==> config.mk <==
export PLATFORM = sky130hd
export DESIGN_NAME = dbr_sequencer
export DESIGN_NICKNAME = d
export VERILOG_FILES = /design/src/rtl/dbr_pkg.sv /design/src/rtl/dbr_ctrl.sv /design/src/rtl/dbr_operands.sv /design/src/rtl/dbr_pc.sv /design/src/rtl/dbr_sequencer.sv
export SDC_FILE = /design/constraint.sdc
export NUM_CORES = 1
export LEC_CHECK = 0
export BUFFER_PORTS_ARGS = -buffer_cell sky130_fd_sc_hd__buf_2
export CAP_MARGIN = 15
export CORE_MARGIN = 2
export CORE_UTILIZATION = 54
export DETAILED_ROUTE_END_ITERATION = 8
export PLACE_DENSITY = 0.8
export SETUP_SLACK_MARGIN = 0.4
export SLEW_MARGIN = 20
export SYNTH_ARGS = -nofsm -noshare
export SYNTH_HDL_FRONTEND = slang
export SYNTH_HIERARCHICAL = 1
export SYNTH_SLANG_ARGS = --single-unit
==> constraint.sdc <==
create_clock -name clk -period 4.11 [get_ports clk]
set_input_delay 0.411 -clock clk [delete_from_list [all_inputs] [get_ports clk]]
set_output_delay 0.411 -clock clk [all_outputs]
set_load 0.05 [all_outputs]
==> src/rtl/dbr_pkg.sv <==
package dbr_pkg;

  typedef enum logic [3:0] {
    S_OP_REQ,
    S_OP_LAT,
    S_AD_REQ,
    S_AD_LAT,
    S_OF_REQ,
    S_OF_LAT,
    S_RD_REQ,
    S_RD_LAT,
    S_DEC,
    S_WR,
    S_BR,
    S_HALT
  } seq_state_e;

endpackage

==> src/rtl/dbr_ctrl.sv <==
module dbr_ctrl
  import dbr_pkg::*;
(
  input  logic clk,
  input  logic rst,
  input  logic op_ok,
  input  logic res_nz,
  output logic pm_rd,
  output logic dm_rd,
  output logic dm_wr,
  output logic done,
  output logic fault,
  output logic ld_ad,
  output logic ld_of,
  output logic ld_mdr,
  output logic dec_mdr,
  output logic pc_inc,
  output logic take_br,
  output logic br_state
);

  seq_state_e state, nxt;

  always_comb begin
    nxt = state;
    unique case (state)
      S_OP_REQ: nxt = S_OP_LAT;
      S_OP_LAT: nxt = op_ok ? S_AD_REQ : S_HALT;
      S_AD_REQ: nxt = S_AD_LAT;
      S_AD_LAT: nxt = S_OF_REQ;
      S_OF_REQ: nxt = S_OF_LAT;
      S_OF_LAT: nxt = S_RD_REQ;
      S_RD_REQ: nxt = S_RD_LAT;
      S_RD_LAT: nxt = S_DEC;
      S_DEC:    nxt = S_WR;
      S_WR:     nxt = S_BR;
      S_BR:     nxt = S_OP_REQ;
      S_HALT:   nxt = S_HALT;
      default:  nxt = S_HALT;
    endcase
  end

  always_ff @(posedge clk) begin
    if (rst) begin
      state <= S_OP_REQ;
      pm_rd <= 1'b1;
      dm_rd <= 1'b0;
      dm_wr <= 1'b0;
      done  <= 1'b0;
      fault <= 1'b0;
    end else begin
      state <= nxt;
      pm_rd <= (nxt == S_OP_REQ) || (nxt == S_AD_REQ) || (nxt == S_OF_REQ);
      dm_rd <= (nxt == S_RD_REQ);
      dm_wr <= (nxt == S_WR);
      done  <= (state == S_BR);
      fault <= fault || ((state == S_OP_LAT) && !op_ok);
    end
  end

  assign pc_inc   = (state == S_OP_LAT) || (state == S_AD_LAT) || (state == S_OF_LAT);
  assign ld_ad    = (state == S_AD_LAT);
  assign ld_of    = (state == S_OF_LAT);
  assign ld_mdr   = (state == S_RD_LAT);
  assign dec_mdr  = (state == S_DEC);
  assign br_state = (state == S_BR);
  assign take_br  = br_state && res_nz;


  strobe_excl_chk: assert property (@(posedge clk) disable iff (rst)
    $onehot0({pm_rd, dm_rd, dm_wr}));


  done_pulse_chk: assert property (@(posedge clk) disable iff (rst)
    done |=> !done);


  fault_sticky_chk: assert property (@(posedge clk) disable iff (rst)
    fault |=> fault);


  halt_quiet_chk: assert property (@(posedge clk) disable iff (rst)
    fault |-> !pm_rd && !dm_rd && !dm_wr && !done);

endmodule

==> src/rtl/dbr_operands.sv <==
module dbr_operands #(
  parameter int              DW     = 8,
  parameter logic [DW-1:0]   OPCODE = 8'hD5
) (
  input  logic          clk,
  input  logic          rst,
  input  logic [DW-1:0] pm_rdata,
  input  logic [DW-1:0] dm_rdata,
  input  logic          ld_ad,
  input  logic          ld_of,
  input  logic          ld_mdr,
  input  logic          dec_mdr,
  output logic          op_ok,
  output logic [DW-1:0] ad_q,
  output logic [DW-1:0] of_q,
  output logic [DW-1:0] mdr_q,
  output logic          res_nz
);

  localparam logic [DW-1:0] ONE = DW'(1);

  always_ff @(posedge clk) begin
    if (rst) begin
      ad_q  <= '0;
      of_q  <= '0;
      mdr_q <= '0;
    end else begin
      if (ld_ad)   ad_q  <= pm_rdata;
      if (ld_of)   of_q  <= pm_rdata;
      if (ld_mdr)  mdr_q <= dm_rdata;
      else if (dec_mdr) mdr_q <= mdr_q - ONE;
    end
  end

  assign op_ok  = (pm_rdata == OPCODE);
  assign res_nz = |mdr_q;


  mdr_dec_chk: assert property (@(posedge clk) disable iff (rst)
    dec_mdr |=> (mdr_q == DW'($past(mdr_q) - ONE)));

endmodule

==> src/rtl/dbr_pc.sv <==
module dbr_pc #(
  parameter int PC_W = 16,
  parameter int OFS_W = 8
) (
  input  logic             clk,
  input  logic             rst,
  input  logic [PC_W-1:0]  boot_pc,
  input  logic             inc,
  input  logic             take,
  input  logic [OFS_W-1:0] ofs,
  output logic [PC_W-1:0]  pc_q
);

  localparam int EXT_W = PC_W - OFS_W;
  localparam logic [PC_W-1:0] STEP = PC_W'(1);

  logic [PC_W-1:0] ofs_ext;

  generate
    if (EXT_W > 0) begin : g_ext
      assign ofs_ext = {{EXT_W{ofs[OFS_W-1]}}, ofs};
    end else begin : g_noext
      assign ofs_ext = ofs[PC_W-1:0];
    end
  endgenerate

  always_ff @(posedge clk) begin
    if (rst)       pc_q <= boot_pc;
    else if (inc)  pc_q <= pc_q + STEP;
    else if (take) pc_q <= pc_q + ofs_ext;
  end


  pc_step_chk: assert property (@(posedge clk) disable iff (rst)
    inc |=> (pc_q == PC_W'($past(pc_q) + STEP)));

endmodule

==> src/rtl/dbr_sequencer.sv <==
module dbr_sequencer #(
  parameter int            PC_W   = 16,
  parameter int            DW     = 8,
  parameter logic [DW-1:0] OPCODE = 8'hD5
) (
  input  logic            clk,
  input  logic            rst,
  input  logic [PC_W-1:0] boot_pc,
  output logic [PC_W-1:0] pm_addr,
  output logic            pm_rd,
  input  logic [DW-1:0]   pm_rdata,
  output logic [DW-1:0]   dm_addr,
  output logic            dm_rd,
  output logic            dm_wr,
  output logic [DW-1:0]   dm_wdata,
  input  logic [DW-1:0]   dm_rdata,
  output logic            done,
  output logic            fault
);

  logic op_ok, res_nz;
  logic ld_ad, ld_of, ld_mdr, dec_mdr, pc_inc, take_br, br_state;
  logic [DW-1:0] of_q;

  dbr_ctrl u_ctrl (
    .clk      (clk),
    .rst      (rst),
    .op_ok    (op_ok),
    .res_nz   (res_nz),
    .pm_rd    (pm_rd),
    .dm_rd    (dm_rd),
    .dm_wr    (dm_wr),
    .done     (done),
    .fault    (fault),
    .ld_ad    (ld_ad),
    .ld_of    (ld_of),
    .ld_mdr   (ld_mdr),
    .dec_mdr  (dec_mdr),
    .pc_inc   (pc_inc),
    .take_br  (take_br),
    .br_state (br_state)
  );

  dbr_operands #(.DW(DW), .OPCODE(OPCODE)) u_opnd (
    .clk      (clk),
    .rst      (rst),
    .pm_rdata (pm_rdata),
    .dm_rdata (dm_rdata),
    .ld_ad    (ld_ad),
    .ld_of    (ld_of),
    .ld_mdr   (ld_mdr),
    .dec_mdr  (dec_mdr),
    .op_ok    (op_ok),
    .ad_q     (dm_addr),
    .of_q     (of_q),
    .mdr_q    (dm_wdata),
    .res_nz   (res_nz)
  );

  dbr_pc #(.PC_W(PC_W), .OFS_W(DW)) u_pc (
    .clk     (clk),
    .rst     (rst),
    .boot_pc (boot_pc),
    .inc     (pc_inc),
    .take    (take_br),
    .ofs     (of_q),
    .pc_q    (pm_addr)
  );


  fall_through_chk: assert property (@(posedge clk) disable iff (rst)
    (br_state && !res_nz) |=> $stable(pm_addr));


  wr_same_addr_chk: assert property (@(posedge clk) disable iff (rst)
    dm_wr |-> ($past(dm_rd, 3) && (dm_addr == $past(dm_addr, 3))));


  boot_load_chk: assert property (@(posedge clk)
    rst |=> (pm_addr == $past(boot_pc)) && !fault && !done);

endmodule

# Word-level counts from Yosys, hierarchy flattened
# Cells that the tools add are included.
totals:
  ff_bits: 49
  latchBits: 0
  ramBits: 0
  rom_bits: 0
  memories: 0
classes:
  add_sub_neg: 3
  mul: 0
  div: 0
  magnitude_cmp: 0
  n_eq_ne: 15
  n_shift: 0
  muxes: 7
  n_bitwise: 0
  reduce_logical: 13
ops:
  columns: ["cell", "n"]
  rows:
  - ["$mux W16", 3]
  - ["$pmux W4 S11", 1]
  - ["$eq A4 B3 Y1 const B", 6]
  - ["$add A16 B1 Y16 const B", 1]
  - ["$add A16 B16 Y16", 1]
  - ["$eq A4 B4 Y1 const B", 4]
  - ["$mux W8", 2]
  - ["$eq A4 B2 Y1 const B", 3]
  - ["$eq A8 B8 Y1 const B", 1]
  - ["$logic_not A4 Y1", 2]
  - ["$reduce_or A8 Y1", 1]
  - ["$sub A8 B1 Y8 const B", 1]
  - ["$logic_or A1 B1 Y1", 5]
  - ["$eq A4 B1 Y1 const B", 1]
  - ["$mux W4", 1]
  - ["$reduce_bool A3 Y1", 1]
  - ["$logic_and A1 B1 Y1", 2]
  - ["$reduce_bool A2 Y1", 1]
  - ["$logic_not A1 Y1", 1]

# Depth between registers and ports, before layout
# Gate-level depths: netlist of run 1.
logic_depth:
  ltp_word: 6
  ltp_mapped: 12
  mapped_depth_nobuf: 10

# Modules after synthesis
# The synthesis of run 1 kept the hierarchy.
by_module_without_submodules:
  columns: ["mod", "n_inst", "cells_per_inst", "area_per_inst_um2", "seq_area_each_um2"]
  rows:
  - ["dbr_pc", 1, 155, 1448.9, 480.5]
  - ["dbr_operands", 1, 112, 1059.8, 480.5]
  - ["dbr_ctrl", 1, 45, 422.9, 180.2]

# Worst setup path before layout of run 1
# No wires, ideal clock.
synth_path:
  path_kind: "register -> register"
  from: "reg u_ctrl.state[2]"
  to: "reg u_pc.pc_q[14] (data pin)"
  t_arrival_ns: 2.704
  required_ns: 3.842
  slack_ns: 1.138
  path_stages_with_launch: 12
  n_path_buf: 2
  period_less_slack_ns: 2.972
  cell_sequence: "dfxtp_1 buf_2 a21oi_1 buf_6 or2_2 ha_1 fa_1 a21oi_1 o211ai_1 a2111oi_4 o21a_1 o31ai_2"
synth_between:
  elab_chain_len: 5
synth_lines:
  columns: ["element", "line_no", "source"]
  rows:
  - ["start: declaration", "dbr_ctrl.sv:22", "seq_state_e state, nxt;"]
  - ["start signal: assignment", "dbr_ctrl.sv:52", "state <= nxt;"]
  - ["$eq A4 B1 Y1 or $eq A4 B2 Y1 (tied branches)", "dbr_ctrl.sv:61", "assign pc_inc = (state == S_OP_LAT) || (state == S_AD_LAT) || (state == S_OF_LAT);"]
  - ["$logic_or A1 B1 Y1", "dbr_ctrl.sv:61", null]
  - ["$logic_or A1 B1 Y1 (*)", "dbr_ctrl.sv:61", null]
  - ["named net pc_inc", "dbr_sequencer.sv:22", "logic ld_ad, ld_of, ld_mdr, dec_mdr, pc_inc, take_br, br_state;"]
  - ["$mux W16 (*)", "dbr_pc.sv:29", "else if (inc) pc_q <= pc_q + STEP;"]
  - ["$mux W16 (*)", "dbr_pc.sv:28", "if (rst) pc_q <= boot_pc;"]
  - ["end signal: assignment", "dbr_pc.sv:28", null]
  - ["end signal: assignment", "dbr_pc.sv:29", null]
  - ["end signal: assignment", "dbr_pc.sv:30", "else if (take) pc_q <= pc_q + ofs_ext;"]
  - ["end: declaration", "dbr_pc.sv:11", "output logic [PC_W-1:0] pc_q"]
# The timed path passes the listed nets; every way through them passes the cells marked *.
# A chain may end at the register's enable or synchronous reset.

# Final worst setup path of run 1
layout_path:
  from: "reg u_ctrl.state[0]"
  to: "reg u_pc.pc_q[14] (data pin)"
# The elaborated chain is that of the path after synthesis.

==> results of run 1 <==
==> power by group <==
group | internal, mW | total (mW) | leakage [nW] | switching, mW
registers | 0.627 | 0.779 | 0.432 | 0.151
logic | 0.302 | 0.913 | 0.877 | 0.611
clock network | 0.121 | 0.289 | 0.0428 | 0.168
==> synthesized netlist by cell type (2+ instances only) <==
master and count:
dfxtp_1 33, nor2_1 32, nand2_1 22, mux2i_1 18, edfxtp_1 16, o21ai_0 15, clkbuf_1 12, nor3_1 12
a21oi_1 11, ha_1 9, and2b_1 7, nor4_1 7, xnor2_1 7, xor2_1 7, a211oi_1 6, inv_1 6
nor4b_1 6, o21a_1 6, nand3_1 5, or3_1 5, mux2_2 4, nand4_1 4, a211o_1 3, a311oi_1 3
a31oi_1 3, buf_2 3, nand2b_1 3, nor2b_1 3, nor3b_1 3, o31ai_1 3, and2_1 2, nand4b_1 2
nand4bb_1 2, nor3_2 2, o211ai_1 2, o31ai_2 2, or2_2 2, or4_4 2
==> worst max path at each step <==
| stage | to | slack, ps | depth (start not counted) |
|---|---|---|---|
| 2_1_floorplan | u_pc/pc_q[14] | 1140 | 11 |
| 5_1_grt | u_pc/pc_q[14] | 400 | 9 |
| 3_3_place_gp | u_pc/pc_q[14] | 840 | 9 |
| 6_report | u_pc/pc_q[14] | 670 | 9 |
| 4_1_cts | u_pc/pc_q[14] | 720 | 9 |
| 3_5_place_dp | u_pc/pc_q[14] | 730 | 9 |
==> flip-flops by register name, indices dropped and copies added (netlist names) <==
signal and count:
u_ctrl/dm_rd 1, u_ctrl/dm_wr 1, u_ctrl/done 1, u_ctrl/fault 1
u_ctrl/pm_rd 1, u_ctrl/state 4, u_opnd/ad_q 8, u_opnd/mdr_q 8
u_opnd/of_q 8, u_pc/pc_q 16
==> metal layers <==
layer	vias up	share of wire
li1	1281	-
met1	1205	0.46
met2	113	0.46
met3	11	0.064
met4	0	0.013
met5	-	0
==> worst register-to-register path: stages (launching register included) <==
cell       delay, ps
dfxtp_1          550
nand2b_1         170
a21oi_1          540
and2b_1          300
fa_1             440
a21oi_1          310
o211ai_1         250
a2111oi_4        360
o21a_1           190
o31ai_2           60
==> area by class of cell <==
cell class	instances	area, um^2
Clock buffer	7	76.3
Clock inverter	1	6.26
Fill cell	432	1790
Inverter	8	30.0
Multi-Input combinational cell	237	1680
Sequential cell	49	1140
Tap cell	70	87.6
Timing Repair Buffer	72	365
==> cells by family after synthesis <==
logic type | Yosys count | share of synthesized area
AND/OR/NAND/NOR | 130 | 0.260
AO/OA/AOI/OAI | 61 | 0.148
flip-flops | 49 | 0.389
buffers and inverters | 26 | 0.0384
multiplexers | 22 | 0.0768
XOR/XNOR | 14 | 0.0418
adder cells (fa/ha/maj) | 10 | 0.0452
==> per-stage QoR <==
stage	power [mW]	setup WS, ps	area, um^2
6_report	1.98	673	3380
5_1_grt	2.09	401	3380
4_1_cts	1.98	716	3380
3_5_place_dp	1.69	734	3300
3_3_place_gp	1.67	840	3300
2_1_floorplan	1.50	1140	2930
==> results.json, run 1 <==
{
  "dr_total_vias": 2610,
  "rrSetupSlack_ps": 670,
  "relSlewSlack": 0.420,
  "fin_util": 0.654,
  "drtAntennaViolNets": 0,
  "clk_path_buf_depth": 2,
  "critPathKind": "register to register",
  "ys_ff_latch": 49,
  "slew_viol_final": 0,
  "crit_arrival_ps": 3480,
  "leakage_nw": 1.35,
  "rr_endpoint": "u_pc/pc_q[14]",
  "slowest_stage": "dfxtp_1",
  "drive_above_1_share": 0.265,
  "crit_chain": "nand2b_1 > a21oi_1 > and2b_1 > fa_1 > a21oi_1 > o211ai_1 > a2111oi_4 > o21a_1 > o31ai_2",
  "worstSkewPairLatency_ps": 310,
  "hold_class": "input port to register",
  "drc": 0,
  "busiest_layer": "met2",
  "required_ps": 4150,
  "place.gp.congestion": 0.828,
  "pin_count": 71,
  "grt_max_degree": 44,
  "max_stage_delay_ps": 550,
  "hold_viol_final": 0,
  "post-route-period-util": 0.836,
  "drt_wl_total_mm": 6.66,
  "post-cts-setup-buffers": 0,
  "syn_inst": 312,
  "antenna_found_initial": 0,
  "dr.pass1.iters": 5,
  "r2r_start": "u_ctrl/state[0]",
  "hpwl_mm": 4.84,
  "die_h_um": 77.7,
  "detail_route.wl_per_cell_um": 15.0,
  "cts.reportedPaths.clkPinSlew_ps": 90,
  "rsz0062_at_grt": "no",
  "core_area_um2": 5170,
  "holdPathEnd": "u_opnd/mdr_q[0]",
  "critPathBufInv": 0,
  "startpoint_type": "register",
  "cts_tree": "yes",
  "synth_top_area_cell": "dfxtp_1",
  "totalNegativeSetupSlack_ps": 0,
  "cts_hold_repair.buffers": 0,
  "area_growth_pct": 15.5,
  "grt_usage": 0.228,
  "grt_use_met1": 0.314,
  "rr_worst_depth": 9,
  "fin_nets": 417,
  "dieArea_um2": 6030,
  "final_cell_mix": "70 x buf_2, 33 x dfxtp_1, 32 x nor2_1",
  "via_per_inst": 5.88,
  "synth-edff-count": 16,
  "grt_pass1_vias": 2454,
  "avgSynthCellArea_um2": 9.40,
  "min_path_cells": 3,
  "fin_hold_ws_ps": 338,
  "worst_pin_slew_ps": 866,
  "die_w_um": 77.7,
  "cts_resized": 0,
  "grt_pass1_wl_mm": 11.3,
  "setup_viol": 0,
  "root_buffer": "clkbuf_8",
  "numCtsBuffers": 5,
  "netlist_top_cells_area": "dfxtp_1 23%, edfxtp_1 16%, mux2i_1 6.1%, nor2_1 4.1%, ha_1 3.8%",
  "antenna_cells": 0,
  "crit_family": "compound AO/OA/AOI/OAI gates",
  "use_met2": 0.363,
  "final_common_cell": "buf_2",
  "ys.flop_type": "dfxtp_1",
  "yosysUniqueCellTypes": 60,
  "placementRows": 26,
  "critPathCaptureType": "register",
  "cts_sinks": 49,
  "fin_worst_skew_ps": 3.96,
  "h-tree-depth": 2,
  "synth_top_area_frac": 0.225,
  "min_period_ps": 3440,
  "cpMostUsedCell": "a21oi_1",
  "cp-startpoint": "u_ctrl/state[0]",
  "max-cap-violations": 0,
  "hp-start": "dm_rdata[0]",
  "async_reset_ff_frac": 0,
  "io_buffers": 70,
  "grt.met3_usage": 0.0430,
  "dpl.cell_count": 436,
  "crit_fanout": 11,
  "start_util": 0.567,
  "final_cells": 444,
  "status": "finished clean",
  "overflow": 0,
  "synth.yosys.warnings": 6,
  "synthesis.area_um2": 2930,
  "drt_iter0_markers": 252,
  "synthesis.nets": 356,
  "fmax_mhz": 291,
  "ys_seq_area_frac": 0.389,
  "power_density_nw_per_um2": 585,
  "irDropWorstVdd_mv": 0.307
}
(Power assumes the default switching activity.)
==> inputs of run 2 (changes only) <==
CORE_UTILIZATION = 49   (was 54)
PLACE_DENSITY = 0.77   (was 0.8)
clock period = 2.9 ns   (was 4.11 ns; I/O delays follow)
==> run 2 against run 1 <==
  * Flip-flop and latch count stayed put
  * Wire length is 14% higher
  * Total power is 55% higher
  * Hold slack worse by 110 ps
  * Clock skew is 3.4 ps higher
  * Via count is 4.6% higher
  * Register-to-register slack worse by 460 ps
  * Combinational power is 72% higher
  * Final area is 11% higher
  * Setup slack worse by 460 ps
  * Count of clock-buffer cells in the layout is 2 lower
  * Sequential share of layout area is 3.3 points lower
==> results.json, run 2 (synthesis results as in run 1) <==
{
  "status": "finished clean",
  "antenna_found_initial": 0,
  "numCtsBuffers": 5,
  "cts_hold_repair.buffers": 0,
  "via_per_inst": 5.83,
  "critPathKind": "register to register",
  "min_period_ps": 2680,
  "finalPower_mw": 3.07,
  "post-route-period-util": 0.925,
  "overflow": 0,
  "final_cell_mix": "70 x buf_2, 31 x dfxtp_1, 30 x nor2_1",
  "detail_route.wl_per_cell_um": 16.3,
  "drc": 0,
  "die_w_um": 81.4,
  "crit_family": "compound AO/OA/AOI/OAI gates",
  "hold_class": "input port to register",
  "area_growth_pct": 28.6,
  "worst_slack_ps": 216,
  "place.gp.congestion": 0.873,
  "slew_viol_final": 0,
  "grt_usage": 0.227,
  "fmax_mhz": 373,
  "leakage_nw": 1.46,
  "cts_tree": "yes",
  "cp-startpoint": "u_ctrl/state[3]",
  "h-tree-depth": 2,
  "min_path_cells": 3,
  "root_buffer": "clkbuf_8",
  "dieArea_um2": 6620,
  "grt_pass1_wl_mm": 11.8,
  "worst_pin_slew_ps": 857,
  "final_common_cell": "buf_2",
  "critPathCaptureType": "register",
  "largest_reg_flops": 16,
  "antenna_cells": 0,
  "irDropWorstVdd_mv": 0.472,
  "worstSkewPairLatency_ps": 300,
  "slowest_stage": "a2111oi_4",
  "cts_sinks": 49,
  "drive_above_1_share": 0.382,
  "max-cap-violations": 0,
  "grt_max_degree": 42,
  "crit_chain": "nand2b_4 > a21oi_4 > and2b_2 > fa_2 > a21oi_4 > o211ai_1 > a2111oi_4 > o21a_1 > o31ai_2",
  "crit_fanout": 8,
  "drt_iter0_markers": 335,
  "clk_path_buf_depth": 2,
  "hp-start": "dm_rdata[0]",
  "cpMostUsedCell": "a21oi_4",
  "rr_worst_depth": 9,
  "rsz0062_at_grt": "yes",
  "dr_total_vias": 2729,
  "largest-register": "u_pc/pc_q",
  "r2r_start": "u_ctrl/state[3]",
  "fin_nets": 436,
  "crit_arrival_ps": 2740,
  "fin_worst_skew_ps": 7.41,
  "power_density_nw_per_um2": 814,
  "core_area_um2": 5850,
  "io_buffers": 70,
  "start_util": 0.501,
  "critPathBufInv": 0,
  "relSlewSlack": 0.426,
  "rrSetupSlack_ps": 220,
  "pin_count": 71,
  "totalNegativeSetupSlack_ps": 0,
  "cts.reportedPaths.clkPinSlew_ps": 100,
  "die_h_um": 81.4,
  "drtAntennaViolNets": 0,
  "placementRows": 28,
  "grt_pass1_vias": 2426,
  "hold_viol_final": 0,
  "dr.pass1.iters": 5,
  "drt_wl_total_mm": 7.61,
  "max_stage_delay_ps": 470,
  "startpoint_type": "register",
  "fillers": 468,
  "setup_viol": 0,
  "required_ps": 2950,
  "dp_slack_ps": 135,
  "crit_cells": 9,
  "hpwl_mm": 4.95
}
[run 2: worst paths after layout]
kind,end
worst max-delay path,u_pc/pc_q[14]
worst min-delay path,u_opnd/mdr_q[0]
worst max register to register,u_pc/pc_q[14]
worst min register to register,u_ctrl/fault
[run 2: metrics by stage]
stage | hold slack [ps] | utilization | area [um^2] | instances
after floorplan | 435 | - | 2990 | 312
after global placement | 457 | 0.580 | 3390 | 446
after detailed placement | 461 | 0.580 | 3390 | 446
after CTS | 227 | 0.619 | 3620 | 460
after global routing | 234 | 0.645 | 3770 | 468
final | 232 | 0.645 | 3770 | 468
[run 2: where the power goes]
group	switching [mW]	internal (mW)	leakage (nW)
Clock	0.245	0.172	0.0481
Combinational	1.00	0.562	0.981
Sequential	0.194	0.893	0.433
Total	1.44	1.63	1.46
[run 2: tightest hold or removal path: stages]
cell and delay (ps):
buf_2 80, mux2i_1 50, nor2_1 80
[run 2: area by class of cell]
type / count / area [um^2] / area share
Clock buffer: 5 / 68.8 / 0.0182
Inverter: 8 / 30.0 / 0.00796
Tap cell: 75 / 93.8 / 0.0249
Clock inverter: 3 / 22.5 / 0.00597
Timing Repair Buffer: 91 / 512 / 0.136
Sequential cell: 49 / 1150 / 0.305
Multi-Input combinational cell: 237 / 1900 / 0.503
[run 2: routing by layer]
layer,share of wire,global-route usage
met2,0.49,0.361
met5,0,0
met4,0.012,0.0746
met3,0.062,0.0389
met1,0.43,0.313
[run 2: what timing repair did]
| action | in CTS | in global routing |
|---|---|---|
| resized for setup | 16 | 17 |
| buffers inserted | 6 | 8 |
| endpoints found under the setup margin | 11 | 8 |
| cloned | 0 | 0 |
| pin swaps | 6 | 17 |
==> inputs of run 3 (changes only) <==
MAX_ROUTING_LAYER = met4   (was not set)
==> run 3 against run 2 <==
  * Global-route usage grew 0.76 points
  * Flip-flop and latch count is the same
  * Non-clock buffer count shrank 4
  * Final area decreased by 1.2%
  * First-iteration DRC count fell by 35%
  * Hold slack worse by 5.4 ps
  * Via count is 0.66% lower
  * Maximum frequency decreased by 0.62%
  * Setup slack got worse by 17 ps
  * Count of clock-buffer cells in the layout unchanged
  * Combinational power about the same
==> results.json, run 3 (synthesis results as in run 1) <==
{
  "hold_viol_final": 0,
  "required_ps": 2960,
  "die_w_um": 81.4,
  "swShare": 0.469,
  "area_growth_pct": 27.1,
  "worst_pin_slew_ps": 885,
  "crit_family": "simple AND/OR/NAND/NOR gates",
  "critPathKind": "register to register",
  "h-tree-depth": 2,
  "final_cell_mix": "70 x buf_2, 31 x dfxtp_1, 30 x nor2_1",
  "fin_worst_skew_ps": 4.54,
  "rsz0062_at_grt": "yes",
  "core_area_um2": 5850,
  "overflow": 0,
  "relSlewSlack": 0.407,
  "start_util": 0.501,
  "max_stage_delay_ps": 610,
  "cts_sinks": 49,
  "worstSkewPairLatency_ps": 310,
  "io_buffers": 70,
  "rrSetupSlack_ps": 200,
  "dieArea_um2": 6620,
  "numCtsBuffers": 5,
  "drt_iter0_markers": 218,
  "holdPathEnd": "u_opnd/mdr_q[0]",
  "grt_pass1_wl_mm": 11.8,
  "post-route-period-util": 0.931,
  "grt_pass1_vias": 2424,
  "critPathBufInv": 1,
  "fillers": 480,
  "antenna_found_initial": 0,
  "power_frac_comb": 0.506,
  "rr_endpoint": "u_pc/pc_q[14]",
  "critPathCaptureType": "register",
  "drive_above_1_share": 0.375,
  "power.switching_mw": 1.44,
  "antenna_cells": 0,
  "leakage_nw": 1.45,
  "dpl.cell_count": 446,
  "cts.reportedPaths.clkPinSlew_ps": 100,
  "stdcell_area_um2": 3730,
  "place_area_um2": 3390,
  "finalPower_mw": 3.07,
  "grt_usage": 0.235,
  "p_int_mw": 1.63,
  "place.gp.congestion": 0.865,
  "placementRows": 28,
  "setup_viol": 0,
  "crit_arrival_ps": 2760,
  "min_period_ps": 2700,
  "largest_reg_flops": 16,
  "pin_count": 71,
  "min_path_cells": 3,
  "irDropWorstVdd_mv": 0.487,
  "hold_class": "input port to register",
  "crit_chain": "nand2b_4 > a21oi_4 > buf_6 > or4b_4 > or4_4 > a2111oi_4 > o21a_1 > o31ai_2",
  "cts_hold_repair.buffers": 0,
  "die_h_um": 81.4,
  "clk_path_buf_depth": 2,
  "slew_viol_final": 0,
  "fmax_mhz": 370,
  "detail_route.wl_per_cell_um": 16.4,
  "drt_wl_total_mm": 7.61,
  "final_cells": 464,
  "largest-register": "u_pc/pc_q",
  "drc": 0,
  "fin_nets": 432,
  "rr_worst_depth": 8,
  "cts_tree": "yes",
  "grt_max_degree": 48,
  "root_buffer": "clkbuf_8",
  "slowest_stage": "or4_4",
  "max-cap-violations": 0,
  "drtAntennaViolNets": 0,
  "via_per_inst": 5.84,
  "r2r_start": "u_ctrl/state[3]",
  "final_common_cell": "buf_2",
  "hp-start": "dm_rdata[0]",
  "seqPwrFrac": 0.353,
  "power_density_nw_per_um2": 823,
  "hpwl_mm": 5.05,
  "status": "finished clean",
  "dr_total_vias": 2711,
  "startpoint_type": "register",
  "dr.pass1.iters": 5,
  "crit_fanout": 8,
  "p_clk_frac": 0.141,
  "totalNegativeSetupSlack_ps": 0
}
## run 3: changes by cell type in the layout (fill, tap and decap cells not counted), moves of 2 or more
| cell | change |
|---|---|
| and2b_2 | -2 |
| buf_4 | -4 |
| clkinv_4 | -2 |
| nor4_4 | -2 |
| inv_6 | +2 |
| nor4_2 | +2 |
| a21oi_2 | -2 |
| and2b_1 | +2 |
## run 3: cell type report
cell class / instances / area [um^2] / area share
repair buffers: 87 / 482 / 0.129
clock buffers: 5 / 68.8 / 0.0185
flip-flops and latches: 49 / 1150 / 0.308
inverters: 8 / 30.0 / 0.00806
well taps: 75 / 93.8 / 0.0252
clock inverters: 3 / 23.8 / 0.00638
multi-input cells: 237 / 1880 / 0.504
## run 3: worst reg2reg max path, stage by stage, from the launching register on
cell and delay (ps):
dfxtp_4 360, nand2b_4 130, a21oi_4 50, buf_6 120, or4b_4 500, or4_4 610, a2111oi_4 420, o21a_1 200
o31ai_2 60
## run 3: worst max path at each step
stage / startpoint / end / slack (ps) / depth (start not counted)
after global placement: u_ctrl/state[3] / u_pc/pc_q[14] / 200 / 9
after floorplan: u_ctrl/state[2] / u_pc/pc_q[14] / 290 / 11
after global routing: u_ctrl/state[3] / u_pc/pc_q[14] / 100 / 11
after CTS: u_ctrl/state[3] / u_pc/pc_q[14] / 300 / 8
final: u_ctrl/state[3] / u_pc/pc_q[14] / 200 / 8
after detailed placement: u_ctrl/state[3] / u_pc/pc_q[14] / 140 / 9
## run 3: stage by stage
step	util	setup slack, ps	hold slack (ps)
after floorplan	-	287	435
after global placement	0.580	198	456
after detailed placement	0.580	139	463
after CTS	0.616	297	222
after global routing	0.637	98.8	232
final	0.637	199	227
## run 3: power by group through the flow
stage | logic, mW | registers [mW] | clock network, mW
after floorplan | 0.697 | 1.48 | 0
after global routing | 1.67 | 1.11 | 0.468
after global placement | 1.34 | 1.09 | 0
after CTS | 1.48 | 1.07 | 0.446
after detailed placement | 1.38 | 1.09 | 0
final | 1.55 | 1.08 | 0.434
## run 3: repair_timing
item | 4_1_cts | 5_1_grt
gates cloned | 0 | 0
resized for setup | 12 | 19
pin swaps | 7 | 3
endpoints found under the setup margin | 11 | 11
buffers inserted | 6 | 4
## run 3: metal layers
layer	vias to the layer above	GRT usage	routed length, um
li1	1305	-	-
met5	-	-	0
met2	106	0.369	3700
met1	1283	0.309	3250
met3	17	0.0378	506
met4	0	0.0780	153
